## src/rtl/sb_pkg.sv

```systemverilog
package sb_pkg;
  // Life cycle of one functional-unit entry
  typedef enum logic [1:0] {
    PH_IDLE  = 2'd0,
    PH_WAIT  = 2'd1,  // issued, waiting for operands
    PH_EXEC  = 2'd2,  // operands read, unit computing
    PH_WRITE = 2'd3   // result ready, waiting for write grant
  } phase_e;
endpackage

```

## src/rtl/sb_fu_entry.sv

```systemverilog
module sb_fu_entry
  import sb_pkg::*;
#(
  parameter int REG_W = 3,
  parameter int OP_W  = 4,
  parameter int TAG_W = 3
) (
  input  logic             clk,
  input  logic             rst_n,
  input  logic             issue_en,
  input  logic [OP_W-1:0]  new_op,
  input  logic [REG_W-1:0] new_dst,
  input  logic [REG_W-1:0] new_src1,
  input  logic [REG_W-1:0] new_src2,
  input  logic [TAG_W-1:0] new_q1,
  input  logic [TAG_W-1:0] new_q2,
  input  logic             done_in,
  input  logic             wb_valid,
  input  logic [TAG_W-1:0] wb_tag,
  input  logic             wr_win,
  output logic             busy,
  output logic [OP_W-1:0]  op,
  output logic [REG_W-1:0] fi,
  output logic [REG_W-1:0] fj,
  output logic [REG_W-1:0] fk,
  output logic             rj,
  output logic             rk,
  output logic             rd_grant,
  output logic             exec_fin
);
  phase_e           phase;
  logic [TAG_W-1:0] qj, qk;

  assign busy     = (phase != PH_IDLE);
  assign rd_grant = (phase == PH_WAIT) && rj && rk;
  assign exec_fin = (phase == PH_WRITE);

  always_ff @(posedge clk) begin
    if (!rst_n) begin
      phase <= PH_IDLE;
      op <= '0; fi <= '0; fj <= '0; fk <= '0;
      qj <= '0; qk <= '0; rj <= 1'b0; rk <= 1'b0;
    end else begin
      unique case (phase)
        PH_IDLE:  if (issue_en) phase <= PH_WAIT;
        PH_WAIT:  if (rd_grant) phase <= PH_EXEC;
        PH_EXEC:  if (done_in)  phase <= PH_WRITE;
        PH_WRITE: if (wr_win)   phase <= PH_IDLE;
      endcase
      if (issue_en) begin
        op <= new_op; fi <= new_dst; fj <= new_src1; fk <= new_src2;
        qj <= new_q1; qk <= new_q2;
        rj <= (new_q1 == '0);
        rk <= (new_q2 == '0);
      end else if (rd_grant) begin
        rj <= 1'b0;
        rk <= 1'b0;
      end else begin
        if (wb_valid && qj != '0 && qj == wb_tag) begin
          rj <= 1'b1;
          qj <= '0;
        end
        if (wb_valid && qk != '0 && qk == wb_tag) begin
          rk <= 1'b1;
          qk <= '0;
        end
      end
    end
  end

  // a unit is only loaded while it is free
  p_issue_idle_r1: assert property (@(posedge clk) disable iff (!rst_n)
    issue_en |-> phase == PH_IDLE);
  // reading operands consumes both ready flags
  p_read_clears_r3: assert property (@(posedge clk) disable iff (!rst_n)
    rd_grant |=> (!rj && !rk));
  // no completion can be recorded before the operands were read
  p_no_early_done_r5: assert property (@(posedge clk) disable iff (!rst_n)
    (phase == PH_WAIT) |=> (phase != PH_WRITE));
endmodule

```

## src/rtl/sb_result_status.sv

```systemverilog
module sb_result_status #(
  parameter int NUM_REG = 8,
  parameter int REG_W   = 3,
  parameter int TAG_W   = 3
) (
  input  logic             clk,
  input  logic             rst_n,
  input  logic             set_en,
  input  logic [REG_W-1:0] set_reg,
  input  logic [TAG_W-1:0] set_tag,
  input  logic             clr_en,
  input  logic [REG_W-1:0] clr_reg,
  input  logic [REG_W-1:0] look_dst,
  input  logic [REG_W-1:0] look_s1,
  input  logic [REG_W-1:0] look_s2,
  output logic [TAG_W-1:0] dst_tag,
  output logic [TAG_W-1:0] s1_tag,
  output logic [TAG_W-1:0] s2_tag
);
  logic [TAG_W-1:0] writer [NUM_REG];

  assign dst_tag = writer[look_dst];
  assign s1_tag  = writer[look_s1];
  assign s2_tag  = writer[look_s2];

  always_ff @(posedge clk) begin
    if (!rst_n) begin
      for (int r = 0; r < NUM_REG; r++) writer[r] <= '0;
    end else begin
      if (clr_en) writer[clr_reg] <= '0;
      if (set_en) writer[set_reg] <= set_tag;
    end
  end

  // an accepted instruction becomes the pending writer of its destination
  p_status_set_r8: assert property (@(posedge clk) disable iff (!rst_n)
    set_en |=> writer[$past(set_reg)] == $past(set_tag));
endmodule

```

## src/rtl/sb_write_arb.sv

```systemverilog
module sb_write_arb #(
  parameter int N = 4
) (
  input  logic         clk,
  input  logic         rst_n,
  input  logic [N-1:0] req,
  output logic [N-1:0] grant
);
  always_comb begin
    grant = '0;
    for (int i = N - 1; i >= 0; i--) begin
      if (req[i]) grant = N'(1) << i;
    end
  end

  // a single writer per cycle, and only a requester
  p_single_writer_r9: assert property (@(posedge clk) disable iff (!rst_n)
    $onehot0(grant));
  p_grant_has_req_r9: assert property (@(posedge clk) disable iff (!rst_n)
    (grant & ~req) == '0);
endmodule

```

## src/rtl/scoreboard_ctrl.sv

```systemverilog
module scoreboard_ctrl #(
  parameter int NUM_FU  = 4,
  parameter int NUM_REG = 8,
  parameter int OP_W    = 4,
  localparam int FU_W   = $clog2(NUM_FU),
  localparam int REG_W  = $clog2(NUM_REG),
  localparam int TAG_W  = $clog2(NUM_FU + 1)
) (
  input  logic              clk,
  input  logic              rst_n,
  input  logic              iss_valid,
  output logic              iss_ready,
  input  logic [FU_W-1:0]   iss_unit,
  input  logic [OP_W-1:0]   iss_op,
  input  logic [REG_W-1:0]  iss_dst,
  input  logic [REG_W-1:0]  iss_src1,
  input  logic [REG_W-1:0]  iss_src2,
  input  logic [NUM_FU-1:0] fu_done,
  output logic [NUM_FU-1:0] rd_grant,
  output logic [NUM_FU-1:0] wr_grant,
  output logic [REG_W-1:0]  wr_dst,
  output logic [OP_W-1:0]   wr_op
);
  // Tag 0 = no pending writer; unit i is tag i+1
  logic [NUM_FU-1:0] fu_busy, exec_fin, war_block, issue_en;
  logic [OP_W-1:0]   e_op [NUM_FU];
  logic [REG_W-1:0]  e_fi [NUM_FU];
  logic [REG_W-1:0]  e_fj [NUM_FU];
  logic [REG_W-1:0]  e_fk [NUM_FU];
  logic [NUM_FU-1:0] e_rj, e_rk;

  logic [TAG_W-1:0]  dst_tag, raw_q1, raw_q2, q1, q2, wb_tag, my_tag;
  logic [FU_W-1:0]   wb_idx;
  logic              wb_valid, issue_fire, unit_free;

  // Writer selection
  always_comb begin
    wb_idx = '0;
    for (int i = 0; i < NUM_FU; i++) begin
      if (wr_grant[i]) wb_idx = FU_W'(i);
    end
  end
  assign wb_valid = |wr_grant;
  assign wb_tag   = TAG_W'(wb_idx) + TAG_W'(1);
  assign wr_dst   = wb_valid ? e_fi[wb_idx] : '0;
  assign wr_op    = wb_valid ? e_op[wb_idx] : '0;

  // Issue decision
  assign unit_free  = (int'(iss_unit) < NUM_FU) && !fu_busy[iss_unit];
  assign iss_ready  = unit_free && (dst_tag == '0);
  assign issue_fire = iss_valid && iss_ready;
  assign my_tag     = TAG_W'(iss_unit) + TAG_W'(1);
  // A producer writing this very cycle no longer counts as pending
  assign q1 = (wb_valid && raw_q1 == wb_tag) ? '0 : raw_q1;
  assign q2 = (wb_valid && raw_q2 == wb_tag) ? '0 : raw_q2;

  // Write-after-read guard: hold a write while another unit still needs the old value
  always_comb begin
    for (int i = 0; i < NUM_FU; i++) begin
      war_block[i] = 1'b0;
      for (int j = 0; j < NUM_FU; j++) begin
        if (j != i && ((e_fj[j] == e_fi[i] && e_rj[j]) ||
                       (e_fk[j] == e_fi[i] && e_rk[j])))
          war_block[i] = 1'b1;
      end
    end
  end

  sb_result_status #(.NUM_REG(NUM_REG), .REG_W(REG_W), .TAG_W(TAG_W)) u_status (
    .clk(clk), .rst_n(rst_n),
    .set_en(issue_fire), .set_reg(iss_dst), .set_tag(my_tag),
    .clr_en(wb_valid), .clr_reg(wr_dst),
    .look_dst(iss_dst), .look_s1(iss_src1), .look_s2(iss_src2),
    .dst_tag(dst_tag), .s1_tag(raw_q1), .s2_tag(raw_q2)
  );

  sb_write_arb #(.N(NUM_FU)) u_arb (
    .clk(clk), .rst_n(rst_n),
    .req(exec_fin & ~war_block), .grant(wr_grant)
  );

  for (genvar g = 0; g < NUM_FU; g++) begin : g_unit
    assign issue_en[g] = issue_fire && (int'(iss_unit) == g);

    sb_fu_entry #(.REG_W(REG_W), .OP_W(OP_W), .TAG_W(TAG_W)) u_entry (
      .clk(clk), .rst_n(rst_n),
      .issue_en(issue_en[g]), .new_op(iss_op), .new_dst(iss_dst),
      .new_src1(iss_src1), .new_src2(iss_src2), .new_q1(q1), .new_q2(q2),
      .done_in(fu_done[g]), .wb_valid(wb_valid), .wb_tag(wb_tag),
      .wr_win(wr_grant[g]),
      .busy(fu_busy[g]), .op(e_op[g]), .fi(e_fi[g]), .fj(e_fj[g]), .fk(e_fk[g]),
      .rj(e_rj[g]), .rk(e_rk[g]), .rd_grant(rd_grant[g]), .exec_fin(exec_fin[g])
    );

    // a granted write frees its unit on the next cycle
    p_grant_frees_r6: assert property (@(posedge clk) disable iff (!rst_n)
      wr_grant[g] |=> !fu_busy[g]);
  end
endmodule

```

## config.mk

```make
export PLATFORM = sky130hd
export DESIGN_NAME = scoreboard_ctrl
export DESIGN_NICKNAME = d
export VERILOG_FILES = /design/src/rtl/sb_pkg.sv /design/src/rtl/sb_fu_entry.sv /design/src/rtl/sb_result_status.sv /design/src/rtl/sb_write_arb.sv /design/src/rtl/scoreboard_ctrl.sv
export SDC_FILE = /design/constraint.sdc
export NUM_CORES = 1
export LEC_CHECK = 0
export ABC_AREA = 0
export BUFFER_PORTS_ARGS = -buffer_cell sky130_fd_sc_hd__buf_2
export CAP_MARGIN = 20
export CORE_MARGIN = 2
export CORE_UTILIZATION = 37
export DETAILED_ROUTE_END_ITERATION = 6
export PLACE_DENSITY_LB_ADDON = 0.25
export SYNTH_ARGS = -nofsm -noshare
export SYNTH_HDL_FRONTEND = slang
export SYNTH_SLANG_ARGS = --single-unit
```

## constraint.sdc

```tcl
create_clock -name clk -period 4.25 [get_ports clk]
set_input_delay 0.85 -clock clk [delete_from_list [all_inputs] [get_ports clk]]
set_output_delay 0.85 -clock clk [all_outputs]
set_load 0.01 [all_outputs]
```

==> metrics.txt, run 1 <==
Via density=about 5.7; mean area per synthesized cell=~8.5 um2; vias after detailed routing=6,634; CTS Buf Count=17; Syn-to-layout area delta=13.2%; Slew @ Worst Pin=810 ps; Tmin final=~4000 ps; share of cells above drive strength 1=between 15 and 20%; Synth cell types=69; final core occ=approximately 43%; max frequency=247 MHz; CP Max Fanout=14; Final Cell Area=8440 um2; DP Wirelength=roughly 16,000 um; depth of the CTS H-tree=4; post-route antenna net violation count=0; clock skew=around 8.5 ps; Mapped Area=roughly 7500 um2; I/O pin count=38; DR WL/cell=19.7 um; post-layout net count=approximately 940; Port Buffer Count=37; Synth top area share=between 20 and 25%; register bit total from synthesis=around 120; Synth Instances=879; Clock Path Buffers=2; Slowest-stage cell, CP=or4b_4; number of global-route vias before repair=approximately 6,000; clock root buffer=clkbuf_16; Max Transition Viols Final=0; critical path type=flip-flop to output port; maximum vdd ir drop=about 0.30 mV; dpl cells=1,139; yosys warns=0; Crit path largest cell delay=between 500 and 600 ps; final hold vios=0; DIE AREA=~21,000 um2; commonest cells in the netlist=157 x nand2_1, 94 x xnor2_1, 92 x a21oi_1, 92 x dfxtp_1, 34 x nor2_1; DRT Pass-1 Iters=5; setup TNS=0 ps; fin cells=around 1,200; grt total ovfl=0; status=complete, no violations; DRC=0; required time worst endpoint=3400 ps; first-pass GRT wire length=36,000 um; Routed WL=23,100 um; Post-synth EDFFs=24; Worst Setup End Kind=output port; WP data arrival=between 3000 and 4000 ps; endpoints failing setup=0; clock slew seen by the registers of the worst setup and hold paths=50 ps; Post-Syn Nets=922; Synth Flop Type=dfxtp_1; Row Count=51; Seq/Total Area, Yosys=between 30 and 40%; initial DRC count=just over 700; Clock Latency Late Sink=420 ps; antenna violations before repair=1; CTS tree=built; ys async rst share=0%; top cells by area, synth=dfxtp_1 25%, xnor2_1 11%, edfxtp_1 9.7%; leading area contributor after synthesis=dfxtp_1; core area=around 20,000 um2; Starting Density=a little under two fifths; Hold Crit Class=flip-flop to flip-flop; Ant. Diodes=0; Slew HR=45.6%; largest net degree at the start of global routing=41; die height=between 100 and 150 um; Placed Area=between 7000 and 8000 um2; power per cell area=379 nW/um2; RD Place Congestion=~0.92; Setup crit start kind=flip-flop; max cap viols=0; crit share post-route=about 95%; CTS Hold Buffers Added=0; total power=between 3000 and 4000 uW; Die W=around 150 um; cells along the critical path=xnor2_1, nand4_1, nand3_2, or4b_4, a21oi_2, or2_1, buf_4, mux2_1, nor2_1, a211oi_1, buf_2; P_leak=roughly 0.0029 uW; Post-CTS Setup Bufs=0; Total GRT Usage=around 22%; most numerous cell in the Yosys netlist=nand2_1; clock sinks=~120
-- layout by cell type, fill, tap and decap left out, types with 21 or more instances in the layout --
master,instances
nand2_1,157
xnor2_1,94
a21oi_1,91
dfxtp_1,85
buf_2,37
nor2_1,34
buf_4,30
inv_1,26
nand3_1,25
nand4_1,24
edfxtp_1,24
ha_1,21
-- where the power goes --
part           switching (uW)  internal (uW)  total, uW
Combinational             297            199        496
Clock                     520            954       1470
Sequential               57.6           1170       1230
Total                     875           2320       3200
-- cells by family (layout without fill, tap and decap cells) --
logic type | after synthesis | count (layout) | synth area share [%]
buffers and inverters | 103 | 130 | 6.66
adder cells (fa/ha/maj) | 21 | 21 | 3.52
AO/OA/AOI/OAI | 182 | 182 | 15.6
XOR/XNOR | 96 | 96 | 11.3
multiplexers | 32 | 32 | 6.81
AND/OR/NAND/NOR | 329 | 329 | 21.8
flip-flops | 116 | 116 | 34.4
-- state kept, by name (all words and copies together), names as in the netlist --
register,cells
g_unit.u_entry.fk,12
g_unit.u_entry.rk,4
g_unit.u_entry.phase,8
g_unit.u_entry.rj,4
g_unit.u_entry.op,16
u_status.writer,24
g_unit.u_entry.qj,12
g_unit.u_entry.qk,12
g_unit.u_entry.fi,12
g_unit.u_entry.fj,12
-- layout make-up --
type                    count  area, um2
clock buffers              23        469
well taps                 265        332
flip-flops and latches    116       2570
clock inverters             9        129
repair buffers             67        410
inverters                  31        121
multi-input cells         660       4410
fillers                  1995      11200
-- metrics by stage --
stage	worst slack [ps]	hold WS [ps]
after floorplan	567	432
after global placement	334	439
after detailed placement	231	446
after CTS	10.2	454
after global routing	-6.68	470
final	209	452
-- repair_timing --
item,4_1_cts,5_1_grt
hold endpoints to repair,0,0
endpoints found under the setup margin,0,12
gates resized for setup,0,8
-- final timing paths --
kind,from,slack (ps),cells past startpoint,to
setup reg to reg,g_unit[1].u_entry.fk[0],380,15,g_unit[1].u_entry.qk[2]
hold reg to reg,g_unit[2].u_entry.op[3],450,2,g_unit[2].u_entry.op[3]
setup / recovery,g_unit[1].u_entry.fk[0],210,11,wr_op[0]
hold / removal,g_unit[2].u_entry.op[3],450,2,g_unit[2].u_entry.op[3]
-- layer usage --
metal	up-vias	part of all wire (%)	global-route usage, %
li1	3123	-	-
met4	0	2.6	8.38
met3	38	5.9	4.29
met5	-	0	0
met1	3242	45	30.0
met2	231	46	34.2
-- critical path: cells and delay by family (launching register included) --
family,cells,cell delay [ps]
compound gates,2,280
xor+xnor,1,110
flops,1,480
mux,1,350
buf+inv,2,480
simple gates,5,1070
Power figures use the tool's default switching activity.
==> run 2, diff against run 1 <==
--- a/config.mk
+++ b/config.mk
@@ -6,11 +6,11 @@
 export NUM_CORES = 1
 export LEC_CHECK = 0
 export ABC_AREA = 0
-export BUFFER_PORTS_ARGS = -buffer_cell sky130_fd_sc_hd__buf_2
 export CAP_MARGIN = 20
 export CORE_MARGIN = 2
 export CORE_UTILIZATION = 37
 export DETAILED_ROUTE_END_ITERATION = 6
+export DONT_BUFFER_PORTS = 1
 export PLACE_DENSITY_LB_ADDON = 0.25
 export SYNTH_ARGS = -nofsm -noshare
 export SYNTH_HDL_FRONTEND = slang
==> run 2 against run 1 <==
Effect of this change: critical path depth decreased by 2; clock-buffer cell count fell by 4; worst hold slack better by 1.4 ps; sequential power about the same; sequential share of layout area rose by 0.58 points; first-iteration DRC count shrank 19%; power decreased by 3.4%; cell count decreased by 2.9%; critical path type unchanged; largest cell class unchanged.
==> metrics.txt, run 2 (synthesis results as in run 1) <==
status=complete, no violations; Routed WL=23,000 um (-0.47%); Slew HR=34.2% (-11 points); Syn-to-layout area delta=10.9%; final hold vios=0 (unchanged); clock skew=15.1 ps (+6.57 ps); first-pass GRT wire length=35,500 um (-1.6%); Max Transition Viols Final=0 (unchanged); commonest non-fill, non-tap cells in the layout=157 x nand2_1, 94 x xnor2_1, 92 x a21oi_1, 89 x dfxtp_1, 34 x nor2_1; Clock Latency Late Sink=430 ps (about the same); share of cells above drive strength 1=12.5% (-3.3 points); DIE AREA=21,300 um2 (unchanged); switching power=868 uW (-0.79%); vias after detailed routing=6,394 (-3.6%); clock sinks=116 (unchanged); power per cell area=374 nW/um2 (-1.4%); Logic pwr share=14.7% (-0.8 points); DRC=0 (unchanged); Setup crit start kind=flip-flop; number of flip-flops under the largest register name=24 (unchanged); Row Count=51 (unchanged); Worst Setup End Kind=output port; Starting Density=38.1% (unchanged); GR Util met1=28.9% (-1.1 points); Crit path largest cell delay=620 ps (+60 ps); CTS tree=built; DP Wirelength=16,600 um (+1.4%); post-route antenna net violation count=0 (unchanged); DR WL/cell=20.2 um (+2.5%); Seq pwr share=39.7% (+1.3 points); Slew @ Worst Pin=979 ps (+169 ps); CTS Hold Buffers Added=0 (unchanged); clock root buffer=clkbuf_16; fin cells=1,137 (-2.9%); P_leak=0.00273 uW (-6.2%); switching portion of total power=28.1% (+0.75 points); depth of the CTS H-tree=4 (unchanged); initial DRC count=584 (-19%); post-layout net count=901 (-3.7%); antenna violations before repair=1 (unchanged); core area=19,600 um2 (unchanged); DRT Pass-1 Iters=5 (unchanged); I/O pin count=38 (unchanged); largest net degree at the start of global routing=42 (+2.4%); RD Place Congestion=0.940 (+1.8%); most flop-heavy register=u_status.writer; max cap viols=0 (unchanged); Placement Setup Slack=283 ps (+51.8 ps); Port Buffer Count=0 (-100%); critical path type=flip-flop to output port; CP Max Fanout=10 (-4); number of global-route vias before repair=6,077 (-0.69%); endpoints failing setup=0 (unchanged); cells along the critical path=xnor2_1, nand4_1, nand3_1, or3_4, inv_2, buf_4, nor2_2, a221oi_2, and2_1; required time worst endpoint=3400 ps (about the same); met2 Use GR=34.7% (+0.54 points); Via density=5.62 (-0.74%); met3 usage=5.52% (+1.2 points); dpl cells=1,104 (-3.1%); clock slew seen by the registers of the worst setup and hold paths=60 ps (about the same); setup TNS=0 ps (unchanged); largest registers=u_status.writer (24), g_unit.u_entry.op (16); max frequency=246 MHz (-0.58%); grt total ovfl=0 (unchanged); Die W=146 um (unchanged); Clock Path Buffers=2 (unchanged); Hold Crit Class=flip-flop to flip-flop; Total GRT Usage=21.7% (-0.26 points); crit share post-route=95.7% (+0.56 points); CTS Buf Count=17 (unchanged); GRT busiest layer=met2; WP data arrival=3220 ps (+30 ps); Clock power frac=45.6% (-0.5 points); Slowest-stage cell, CP=dfxtp_1; Tmin final=4070 ps (+23.7 ps); die height=146 um (unchanged); Internal=2220 uW (-4.4%); RSZ-0062 raised after global routing=false; post-route setup slack=185 ps (-23.7 ps); commonest non-fill, non-tap cell in the layout=nand2_1; maximum vdd ir drop=0.265 mV (-11%)
run 2: critical path: cells and delay by family, from the launching register on:
kind | cells | cell delay [ps]
buffers and inverters | 2 | 350
AOI/OAI and AO/OA | 1 | 590
DFF | 1 | 620
xor gates and xnor gates | 1 | 130
and+or+nand+nor | 5 | 1090
run 2: layout make-up:
type | count | area [um2]
antenna | 1 | 2.50
clock buffer | 19 | 433
clock inverter | 13 | 135
fill | 2000 | 11300
inverter | 31 | 121
multi-input combinational | 660 | 4420
sequential | 116 | 2570
tap | 265 | 332
timing repair buffer | 32 | 253
run 2: final timing paths:
kind | slack [ps] | cells after the start | endpoint | startpoint
setup / recovery | 180 | 9 | wr_dst[1] | g_unit[0].u_entry.fi[1]
hold / removal | 450 | 2 | g_unit[3].u_entry.op[1] | g_unit[3].u_entry.op[1]
setup reg to reg | 390 | 14 | g_unit[1].u_entry.rk | g_unit[2].u_entry.fi[2]
hold reg to reg | 450 | 2 | g_unit[3].u_entry.op[1] | g_unit[3].u_entry.op[1]
run 2: what timing repair did:
item | 4_1_cts | 5_1_grt
gates resized for setup | 0 | 7
setup buffers | 0 | 0
endpoints found under the setup margin | 0 | 10
run 2: stage by stage:
stage	cell area [um2]	util, %	hold WS [ps]	power (uW)
floorplan	7460	-	432	1590
global placement	7670	39.2	440	1690
detailed placement	7670	39.2	447	1700
CTS	8240	42.1	455	3100
global route	8260	42.2	473	3200
finish	8270	42.2	454	3090
run 2: power groups by stage:
stage                     clock network, uW  registers, uW  logic, uW
after floorplan                           0           1230        369
after global placement                    0           1250        445
after detailed placement                  0           1250        447
after CTS                              1420           1230        450
after global routing                   1470           1230        498
final                                  1410           1230        455
run 2: routing by layer:
| layer | share of wire [%] | vias to the layer above |
|---|---|---|
| met5 | 0 | - |
| met3 | 7.1 | 27 |
| met4 | 1.6 | 0 |
| met1 | 45 | 3101 |
| met2 | 47 | 204 |
| li1 | - | 3062 |
